===== src/rtl/cmp_repair_pkg.sv =====
package cmp_repair_pkg;

  typedef struct packed {
    logic eq;
    logic gt;
    logic lt;
  } cflag_t;

  localparam cflag_t FLAG_EQ = '{eq: 1'b1, gt: 1'b0, lt: 1'b0};
  localparam cflag_t FLAG_GT = '{eq: 1'b0, gt: 1'b1, lt: 1'b0};
  localparam cflag_t FLAG_LT = '{eq: 1'b0, gt: 1'b0, lt: 1'b1};

  // One ripple stage: differing bits override the flags from below.
  function automatic cflag_t cell_step(input logic xb, input logic yb, input cflag_t c);
    if (xb && !yb) return FLAG_GT;
    else if (!xb && yb) return FLAG_LT;
    else return c;
  endfunction

endpackage


===== src/rtl/cmp_gran.sv =====
module cmp_gran
  import cmp_repair_pkg::*;
#(
  parameter int GRAN = 8
) (
  input  logic [GRAN-1:0] xa,
  input  logic [GRAN-1:0] ya,
  input  cflag_t          cin,
  output cflag_t          cout
);

  cflag_t [GRAN:0] chain;

  assign chain[0] = cin;

  for (genvar i = 0; i < GRAN; i++) begin : g_cell
    assign chain[i+1] = cell_step(xa[i], ya[i], chain[i]);
  end

  assign cout = chain[GRAN];

endmodule


===== src/rtl/cmp_steer.sv =====
module cmp_steer
  import cmp_repair_pkg::*;
#(
  parameter  int GRAN = 8,
  parameter  int NG   = 8,
  localparam int NP   = NG + 1,
  localparam int BW   = $clog2(NP)
) (
  input  logic [NG*GRAN-1:0] x,
  input  logic [NG*GRAN-1:0] y,
  input  logic [BW-1:0]      byp,
  input  logic [GRAN-1:0]    tx,
  input  logic [GRAN-1:0]    ty,
  input  cflag_t             tcin,
  input  cflag_t [NP-1:0]    gcout,
  output logic [NP*GRAN-1:0] gx,
  output logic [NP*GRAN-1:0] gy,
  output cflag_t [NP-1:0]    gcin,
  output cflag_t             fin,
  output cflag_t             tout
);

  for (genvar p = 0; p < NP; p++) begin : g_phys
    localparam logic [BW-1:0] PI = BW'(p);

    // operand slices: below the bypass keep logical p, above it take logical p-1
    if (p == 0) begin : g_op_lo
      assign gx[p*GRAN +: GRAN] = (byp == PI) ? tx : x[p*GRAN +: GRAN];
      assign gy[p*GRAN +: GRAN] = (byp == PI) ? ty : y[p*GRAN +: GRAN];
    end else if (p == NP-1) begin : g_op_spare
      assign gx[p*GRAN +: GRAN] = (byp == PI) ? tx : x[(p-1)*GRAN +: GRAN];
      assign gy[p*GRAN +: GRAN] = (byp == PI) ? ty : y[(p-1)*GRAN +: GRAN];
    end else begin : g_op_mid
      assign gx[p*GRAN +: GRAN] = (byp == PI) ? tx :
                                  (byp > PI)  ? x[p*GRAN +: GRAN] : x[(p-1)*GRAN +: GRAN];
      assign gy[p*GRAN +: GRAN] = (byp == PI) ? ty :
                                  (byp > PI)  ? y[p*GRAN +: GRAN] : y[(p-1)*GRAN +: GRAN];
    end

    // cascade flags: skip over the bypassed neighbour with a 3-bit 2:1 choice
    if (p == 0) begin : g_cin_seed
      assign gcin[p] = (byp == PI) ? tcin : FLAG_EQ;
    end else if (p == 1) begin : g_cin_one
      assign gcin[p] = (byp == PI) ? tcin :
                       (byp == 0)  ? FLAG_EQ : gcout[0];
    end else begin : g_cin_mid
      assign gcin[p] = (byp == PI)           ? tcin :
                       (byp == BW'(p - 1))   ? gcout[p-2] : gcout[p-1];
    end
  end

  assign fin  = (byp == BW'(NP-1)) ? gcout[NP-2] : gcout[NP-1];
  assign tout = gcout[byp];

endmodule


===== src/rtl/cmp_test_seq.sv =====
module cmp_test_seq
  import cmp_repair_pkg::*;
#(
  parameter  int GRAN = 8,
  parameter  int NP   = 9,
  localparam int NVEC = GRAN * 12,
  localparam int VW   = $clog2(NVEC),
  localparam int BW   = $clog2(NP)
) (
  input  logic            clk,
  input  logic            rst,
  input  cflag_t          tout,
  output logic [BW-1:0]   byp,
  output logic [GRAN-1:0] tx,
  output logic [GRAN-1:0] ty,
  output cflag_t          tcin,
  output logic            mismatch,
  output logic            wrap,
  output logic            retired
);

  logic [VW-1:0] vec;
  logic [1:0]    pair;
  cflag_t        expv;

  // vector index -> (bit position, operand pair, incoming flag choice)
  function automatic int pos_of(input logic [VW-1:0] v);
    return int'(v) / 12;
  endfunction

  function automatic logic [1:0] pair_of(input logic [VW-1:0] v);
    return 2'((int'(v) / 3) % 4);
  endfunction

  function automatic cflag_t cin_of(input logic [VW-1:0] v);
    case (int'(v) % 3)
      0:       return FLAG_EQ;
      1:       return FLAG_GT;
      default: return FLAG_LT;
    endcase
  endfunction

  // zeros below the position, the chosen bit at it, ones above it
  function automatic logic [GRAN-1:0] pattern(input logic [VW-1:0] v, input logic b);
    logic [GRAN-1:0] r;
    for (int i = 0; i < GRAN; i++) begin
      if (i < pos_of(v))       r[i] = 1'b0;
      else if (i == pos_of(v)) r[i] = b;
      else                     r[i] = 1'b1;
    end
    return r;
  endfunction

  function automatic cflag_t gran_ref(input logic [GRAN-1:0] a, input logic [GRAN-1:0] b,
                                      input cflag_t c);
    if (a > b) return FLAG_GT;
    else if (a < b) return FLAG_LT;
    else return c;
  endfunction

  assign pair     = pair_of(vec);
  assign tx       = pattern(vec, pair[1]);
  assign ty       = pattern(vec, pair[0]);
  assign tcin     = cin_of(vec);
  assign expv     = gran_ref(tx, ty, tcin);
  assign mismatch = !retired && (tout != expv);
  assign wrap     = !retired && !mismatch && (vec == VW'(NVEC - 1));

  always_ff @(posedge clk) begin
    if (rst) begin
      byp     <= BW'(NP - 1);
      vec     <= '0;
      retired <= 1'b0;
    end else if (!retired) begin
      if (mismatch) begin
        retired <= 1'b1;
      end else if (wrap) begin
        vec <= '0;
        byp <= (byp == '0) ? BW'(NP - 1) : byp - 1'b1;
      end else begin
        vec <= vec + 1'b1;
      end
    end
  end

endmodule


===== src/rtl/cmp_repair_top.sv =====
module cmp_repair_top
  import cmp_repair_pkg::*;
#(
  parameter  int WIDTH = 64,
  parameter  int GRAN  = 8,
  localparam int NG    = WIDTH / GRAN,
  localparam int NP    = NG + 1,
  localparam int BW    = $clog2(NP)
) (
  input  logic             clk,
  input  logic             rst,
  input  logic [WIDTH-1:0] x_i,
  input  logic [WIDTH-1:0] y_i,
  input  logic [NP-1:0]    defect_inj,
  output logic             eq_o,
  output logic             gt_o,
  output logic             lt_o
);

  logic [NP*GRAN-1:0] gx, gy, gx_f;
  cflag_t [NP-1:0]    gcin, gcout;
  cflag_t             fin, tout, tcin;
  logic [GRAN-1:0]    tx, ty;
  logic [BW-1:0]      byp_idx;
  logic               tst_mismatch, vec_wrap, retired;

  cmp_test_seq #(.GRAN(GRAN), .NP(NP)) u_seq (
    .clk      (clk),
    .rst      (rst),
    .tout     (tout),
    .byp      (byp_idx),
    .tx       (tx),
    .ty       (ty),
    .tcin     (tcin),
    .mismatch (tst_mismatch),
    .wrap     (vec_wrap),
    .retired  (retired)
  );

  cmp_steer #(.GRAN(GRAN), .NG(NG)) u_steer (
    .x     (x_i),
    .y     (y_i),
    .byp   (byp_idx),
    .tx    (tx),
    .ty    (ty),
    .tcin  (tcin),
    .gcout (gcout),
    .gx    (gx),
    .gy    (gy),
    .gcin  (gcin),
    .fin   (fin),
    .tout  (tout)
  );

  // defect model: lowest x line of a physical granule stuck at 1
  always_comb begin
    gx_f = gx;
    for (int p = 0; p < NP; p++) begin
      gx_f[p*GRAN] = gx[p*GRAN] | defect_inj[p];
    end
  end

  for (genvar p = 0; p < NP; p++) begin : g_gran
    cmp_gran #(.GRAN(GRAN)) u_gran (
      .xa   (gx_f[p*GRAN +: GRAN]),
      .ya   (gy[p*GRAN +: GRAN]),
      .cin  (gcin[p]),
      .cout (gcout[p])
    );
  end

  assign eq_o = fin.eq;
  assign gt_o = fin.gt;
  assign lt_o = fin.lt;

endmodule


===== config.mk =====
export PLATFORM = sky130hd
export DESIGN_NAME = cmp_repair_top
export DESIGN_NICKNAME = d
export VERILOG_FILES = /design/src/rtl/cmp_repair_pkg.sv /design/src/rtl/cmp_gran.sv /design/src/rtl/cmp_steer.sv /design/src/rtl/cmp_test_seq.sv /design/src/rtl/cmp_repair_top.sv
export SDC_FILE = /design/constraint.sdc
export NUM_CORES = 1
export LEC_CHECK = 0
export BUFFER_PORTS_ARGS = -buffer_cell sky130_fd_sc_hd__buf_2
export CAP_MARGIN = 20
export CORE_MARGIN = 1.5
export CORE_UTILIZATION = 40
export CTS_CLUSTER_SIZE = 28
export DETAILED_ROUTE_END_ITERATION = 8
export SLEW_MARGIN = 15
export SYNTH_ARGS = -nofsm -noshare
export SYNTH_HDL_FRONTEND = slang
export SYNTH_SLANG_ARGS = --single-unit
export TNS_END_PERCENT = 20

===== constraint.sdc =====
create_clock -name clk -period 7.47 [get_ports clk]
set_input_delay 0.3735 -clock clk [delete_from_list [all_inputs] [get_ports clk]]
set_output_delay 0.3735 -clock clk [all_outputs]
set_load 0.005 [all_outputs]

* After elaboration in Yosys (flattened, before gate mapping) *
Cells that the tools add are included.

storage, ports and cells
  bits in registers = 12
  input bits = 139
  output and inout port bits = 3
  logic and storage cells = 588

cells by class
  reductions and logical operators = 298
  eq/ne operators = 18
  bitwise operators = 11
  muxes and demuxes = 235
  add/subtract/negate cells = 2
  div/mod/pow operators = 3
  $lt $le $gt $ge = 18

operator list
  operator              count
  $mux 3                165
  $mux 8                32
  $logic_and 1x1->1     147
  $logic_not 1->1       146
  $eq 4x32->1 const A   4
  $lt 4x32->1 const A   4
  $eq 3x32->1 const A   2
  $logic_not 32->1      2
  $lt 3x32->1 const A   2
  $mux 1                34
  $div 8x3->32 const B  1
  $div 8x5->32 const B  1
  $eq 2x32->1 const A   1
  $eq 32x1->1 const B   1
  $lt 1x32->1 const A   1
  $lt 2x32->1 const A   1
  $mod 8x3->32 const B  1
  $eq 4x3->1 const B    4
  $gt 4x3->1 const B    4
  $bmux 3 s4            1
  $or 1x1->1            9
  $eq 4x2->1 const B    2
  $gt 4x2->1 const B    2
  $gt 8x8->1            1
  other kinds (16)      17

* Longest topological paths before layout *
  word-level depth = 176
  mapped depth = 40
  mapped depth without buffers = 34

* Cells and area by module *
A second synthesis with hierarchy kept.

unflattened totals
  cells, all modules = 1137
  area total of the unflattened synthesis = 7644.8 um^2

modules (own cells, without submodules)
  module          cells an instance  area each (um^2)  instances  sequential area each (um^2)
  cmp_steer       558                3686.0            1          0.0
  cmp_gran        34                 226.5             9          0.0
  cmp_test_seq    264                1864.3            1          240.2
  cmp_repair_top  9                  56.3              1          0.0

* Worst setup path before layout *
OpenSTA, ideal clock, no wires.

  path type = reg2reg
  start = register u_seq.vec[5]
  end = register u_seq.byp[3]
  period minus slack after synthesis = 6.794 ns
  cell stages (with the launch flop) = 37
  setup slack = 0.676 ns
  arrival time = 6.653 ns
  required time = 7.328 ns
  path through = dfxtp_1 buf_2 buf_2 clkbuf_1 ha_1 nand3b_1 nand2_1 mux2_2 nand2_1 mux2i_1 ha_1 clkbuf_1 nor3_2 buf_2 nor2_1 a21oi_1 ha_1 inv_1 o21ai_0 a21oi_2 buf_6 o211ai_1 buf_2 a31oi_1 nand2b_1 o211ai_1 a31o_1 a311oi_1 o211ai_1 a211oi_2 nand3b_1 o22ai_2 mux2i_4 a21oi_2 buf_6 a311oi_2 a41oi_1

between the ends
  word-level cells in the longest chain between the ends = 176
  elaborated cells between the ends (all ways) = 544
  those cells by class = div (3); order compare (10); eq/ne (10); mux (216); bitwise (10); reduce/logical (295)

RTL lines
  item                                                                    line                source
  start, declared                                                         cmp_test_seq.sv:22  logic [VW-1:0] vec;
  start signal, assigned                                                  cmp_test_seq.sv:81  vec <= vec + 1'b1;
  parallel branches: the longest is 175 deep, another holds $div 8x5->32  n/a
  $reduce_and 3->1 (no source line) *                                     n/a
  end signal, assigned                                                    cmp_test_seq.sv:71  byp <= BW'(NP - 1);
  end signal, assigned                                                    cmp_test_seq.sv:79  byp <= (byp == '0) ? BW'(NP - 1) : byp - 1'b1;
  end, declared                                                           cmp_test_seq.sv:13  output logic [BW-1:0] byp,

Mark *: on every way between the ends. The select of a mux whose other input is x is not followed.
A chain may end at the register's enable or synchronous reset.

* Worst setup path in the final report *
  start = register u_seq.vec[6]
  end = output gt_o

between the ends
  word-level cells in the longest chain between the ends = 169
  elaborated cells between the ends (all ways) = 531
  those cells by class = div (3); order compare (8); eq/ne (8); mux (213); bitwise (9); reduce/logical (290)

RTL lines
  item                                                                    line                  source
  parallel branches: the longest is 168 deep, another holds $div 8x5->32  n/a
  $mux 3 *                                                                cmp_steer.sv:52       assign fin = (byp == BW'(NP-1)) ? gcout[NP-2] : gcout[NP-1];
  end, declared                                                           cmp_repair_top.sv:16  output logic gt_o,

Mark *: on every way between the ends.

==> metrics.md <==
| Metric | Value |
|---|---|
| Sequential share of the synthesized area | `about 2.6%` |
| Least-Margin Pin Slew | `about 1200 ps` |
| Rows | `55` |
| CP peak stage delay | `~620 ps` |
| R2r worst-path depth | `27` |
| Failing checks | `design-rule violations` |
| Post-DRT Antenna Nets | `0` |
| Final period util | `about 96%` |
| Initial Util | `between 40% and 50%` |
| DRC violations left | `1` |
| Sink Count | `12` |
| WS Path Type | `flop to primary output` |
| Vias | `between 10000 and 15000` |
| Worst reg2reg path startpoint | `u_seq.vec[6]` |
| Mapped Area | `0.00920 mm²` |
| Gpl congestion | `around 1.1` |
| Top delay family on crit path | `compound AO/OA/AOI/OAI gates` |
| # Max-Cap Violations | `0` |
| Die area | `between 0.02 and 0.025 mm²` |
| Fin. max-slew vios | `0` |
| Final hold violation count | `0` |
| Detailed Place HPWL | `approximately 44000 µm` |
| Clock root cell | `clkbuf_16` |
| Gr usage total | `a little over two fifths` |
| Clock latency at the later pin of the worst-skew pair | `~240 ps` |
| Yosys warnings | `0` |
| DR iter-0 viols | `~1800` |
| RR Endpoint | `u_seq.byp[3]` |
| Mean Syn Cell Area | `about 6.2 µm²` |
| Met2 Usage GRT | `between 60% and 70%` |
| Hold Path Stages | `2` |
| DP Cell Count | `1925` |
| Worst Skew | `0.563 ps` |
| Worst-case clock buffer depth | `2` |
| Data arrival, critical path | `just under 7000 ps` |
| Worst-case hold slack | `497 ps` |
| Post-synth top area share | `between 7 and 8%` |
| Minimum clock period after layout | `7180 ps` |
| CTS buffer count | `3` |
| DRT Wirelength | `about 55000 µm` |
| Status | `finished, violations left` |
| P&R area growth vs syn | `18.3%` |
| Grt ovf | `0` |
| Most common cell after layout, fill and taps aside | `nor2_1` |
| Core ar. | `0.0226 mm²` |
| Post-synthesis async set-or-reset flop share | `0%` |
| TritonRoute pass-1 iters | `9` |
| Synth Register Bits | `12` |
| Layout cells sized above 1 | `23.0%` |
| Met1 Use GR | `between 50% and 60%` |
| Drt via density | `approximately 7` |
| PortBufs | `about 140` |
| Clock Pin Slew Worst Setup and Hold Paths | `around 50 ps` |
| # diodes | `0` |
| Grt met3 use | `7.59%` |
| Startpoint types | `flop` |
| Leakage | `roughly 4.3 nW` |
| H-tree levels | `1` |
| Non-Filler Instances | `1935` |
| Io pins | `approximately 140` |
| Synth cell types | `between 100 and 150` |
| CP required | `~7100 ps` |
| Antenna violations before repair | `1` |
| Most Frequent Cell on Critical Path | `buf_4` |
| Hold_sp | `rst` |
| Routed len/inst | `28.3 µm` |
| Critical path's slowest cell | `a2111oi_0` |
| Synth Flop Type | `dfxtp_1` |
| Relative slew slack | `21.8%` |
| Worst VDD drop | `roughly 66 µV` |
| Commonest cells after routing, fill and taps aside | `nor2_1, nand2_1, buf_2, o21ai_0, a21oi_1` |
| CTS tree | `yes` |
| DP Area | `roughly 0.011 mm²` |
| Post-route cell area | `0.0109 mm²` |
| Worst Setup Slack, final | `about 290 ps` |
| Post-synth top area cell | `nor2_1` |
| Pre-CTS setup slack | `about 210 ps` |
| EDFF count, synth | `0` |
| Hold worst-path end | `u_seq.vec[4]` |
| Setup violators final | `0` |
| Vias in the first global route | `12055` |
| Net Count, Synth | `around 1600` |
| Top cells by area, synth | `nor2_1, nand2_1, o21ai_0` |
| Fmax | `139 MHz` |
| Setup slack, reg-to-reg | `310 ps` |
| Die Width | `around 150 µm` |
| Global-route wire length before repair | `78900 µm` |
| Most Crowded Layer GR | `met2` |
| Post-Synthesis Cells | `about 1500` |
| Nets | `roughly 1800` |
| RSZ-0062 raised after global routing | `yes` |
| P per Cell Area | `76.8 mW/mm²` |
| HP Class | `input port to flop` |
| CP max FO | `6` |
| Die H | `155 µm` |
| CTS hold repair buffers | `0` |
| WP buf/inv | `7` |
| Worst setup EP type | `primary output` |
| Finished Core Util | `between 40% and 50%` |
| Largest net degree at the start of global routing | `52` |
-- where the power goes --
group          switching, W  total (W)  leakage, nW  internal, W
registers        0.00000794  0.0000786       0.0968    0.0000707
logic              0.000407   0.000646         4.17     0.000239
clock network     0.0000306   0.000112       0.0442    0.0000810
-- worst reg2reg max path: stages (launching register included) --
cell and delay (ps):
dfxtp_1 330, ha_1 340, nand3b_1 280, nand2_2 150, mux2_2 370, nand2_2 110
mux2i_1 200, ha_2 260, clkinvlp_4 200, nor3_1 230, mux2i_1 150, o21a_1 270
a41oi_1 540, o211a_2 490, a211oi_2 130, o21ai_0 400, a21oi_1 170, buf_4 170
a211oi_2 320, a211oi_1 130, a211oi_2 390, nand3b_1 170, o22ai_2 200, mux2i_4 390
a21oi_2 130, buf_4 190, a311oi_2 230, a41oi_1 60
-- cells by family (layout without fill, tap and decap cells) --
logic type | after synthesis | after routing | share of synthesized area, %
xor+xnor | 4 | 4 | 0.462
compound gates | 600 | 600 | 46.7
buf+inv | 156 | 311 | 7.14
fa+ha+maj | 23 | 23 | 2.91
flops | 12 | 12 | 2.61
mux | 52 | 52 | 5.91
simple gates | 648 | 648 | 34.3
-- routing by layer --
| metal | vias up | routed length, µm |
|---|---|---|
| met3 | 209 | 6460 |
| li1 | 6015 | - |
| met2 | 1028 | 23000 |
| met4 | 2 | 3470 |
| met5 | - | 9 |
| met1 | 6267 | 21700 |
-- sequential cells by signal, indices dropped and copies added (netlist names) --
signal         cells
u_seq.vec          7
u_seq.retired      1
u_seq.byp          4
-- final cells by class --
class                           count  area [µm²]
Clock buffer                        4        88.8
Fill cell                        2441       11800
Inverter                           63         240
Multi-Input combinational cell   1327        8470
Sequential cell                    12         241
Tap cell                          285         357
Timing Repair Buffer              244        1490
-- worst max-delay path by stage --
stage,start,endpoint,slack (ps),cells past startpoint
2_1_floorplan,u_seq.vec[5],u_seq.byp[3],680,36
3_3_place_gp,u_seq.vec[6],gt_o,240,29
3_5_place_dp,u_seq.vec[6],gt_o,210,31
4_1_cts,u_seq.vec[6],eq_o,70,33
5_1_grt,u_seq.vec[6],eq_o,-90,30
6_report,u_seq.vec[6],gt_o,290,30
-- metrics by stage --
step                setup TNS (ps)  power, W
CTS                              0  0.000805
global placement                 0  0.000691
detailed placement               0  0.000689
floorplan                        0  0.000466
finish                           0  0.000836
global route                  -203  0.000876
-- synthesized netlist by cell type, drive strengths merged (20+ instances only) --
cell,n
nand3,46
inv,62
o31ai,20
nand2,178
nor2,188
a21oi,121
o21ai,136
a211oi,33
mux2i,49
a31oi,55
nand2b,34
nor3,66
o211ai,33
clkbuf,64
nor2b,21
buf,29
-- timing repair --
item                       4_1_cts  5_1_grt
setup endpoints to repair        2       15
pin swaps                        0        8
gates cloned                     0        0
buffers inserted                 0        6
gates resized for setup          2       37
(Power assumes the default switching activity.)
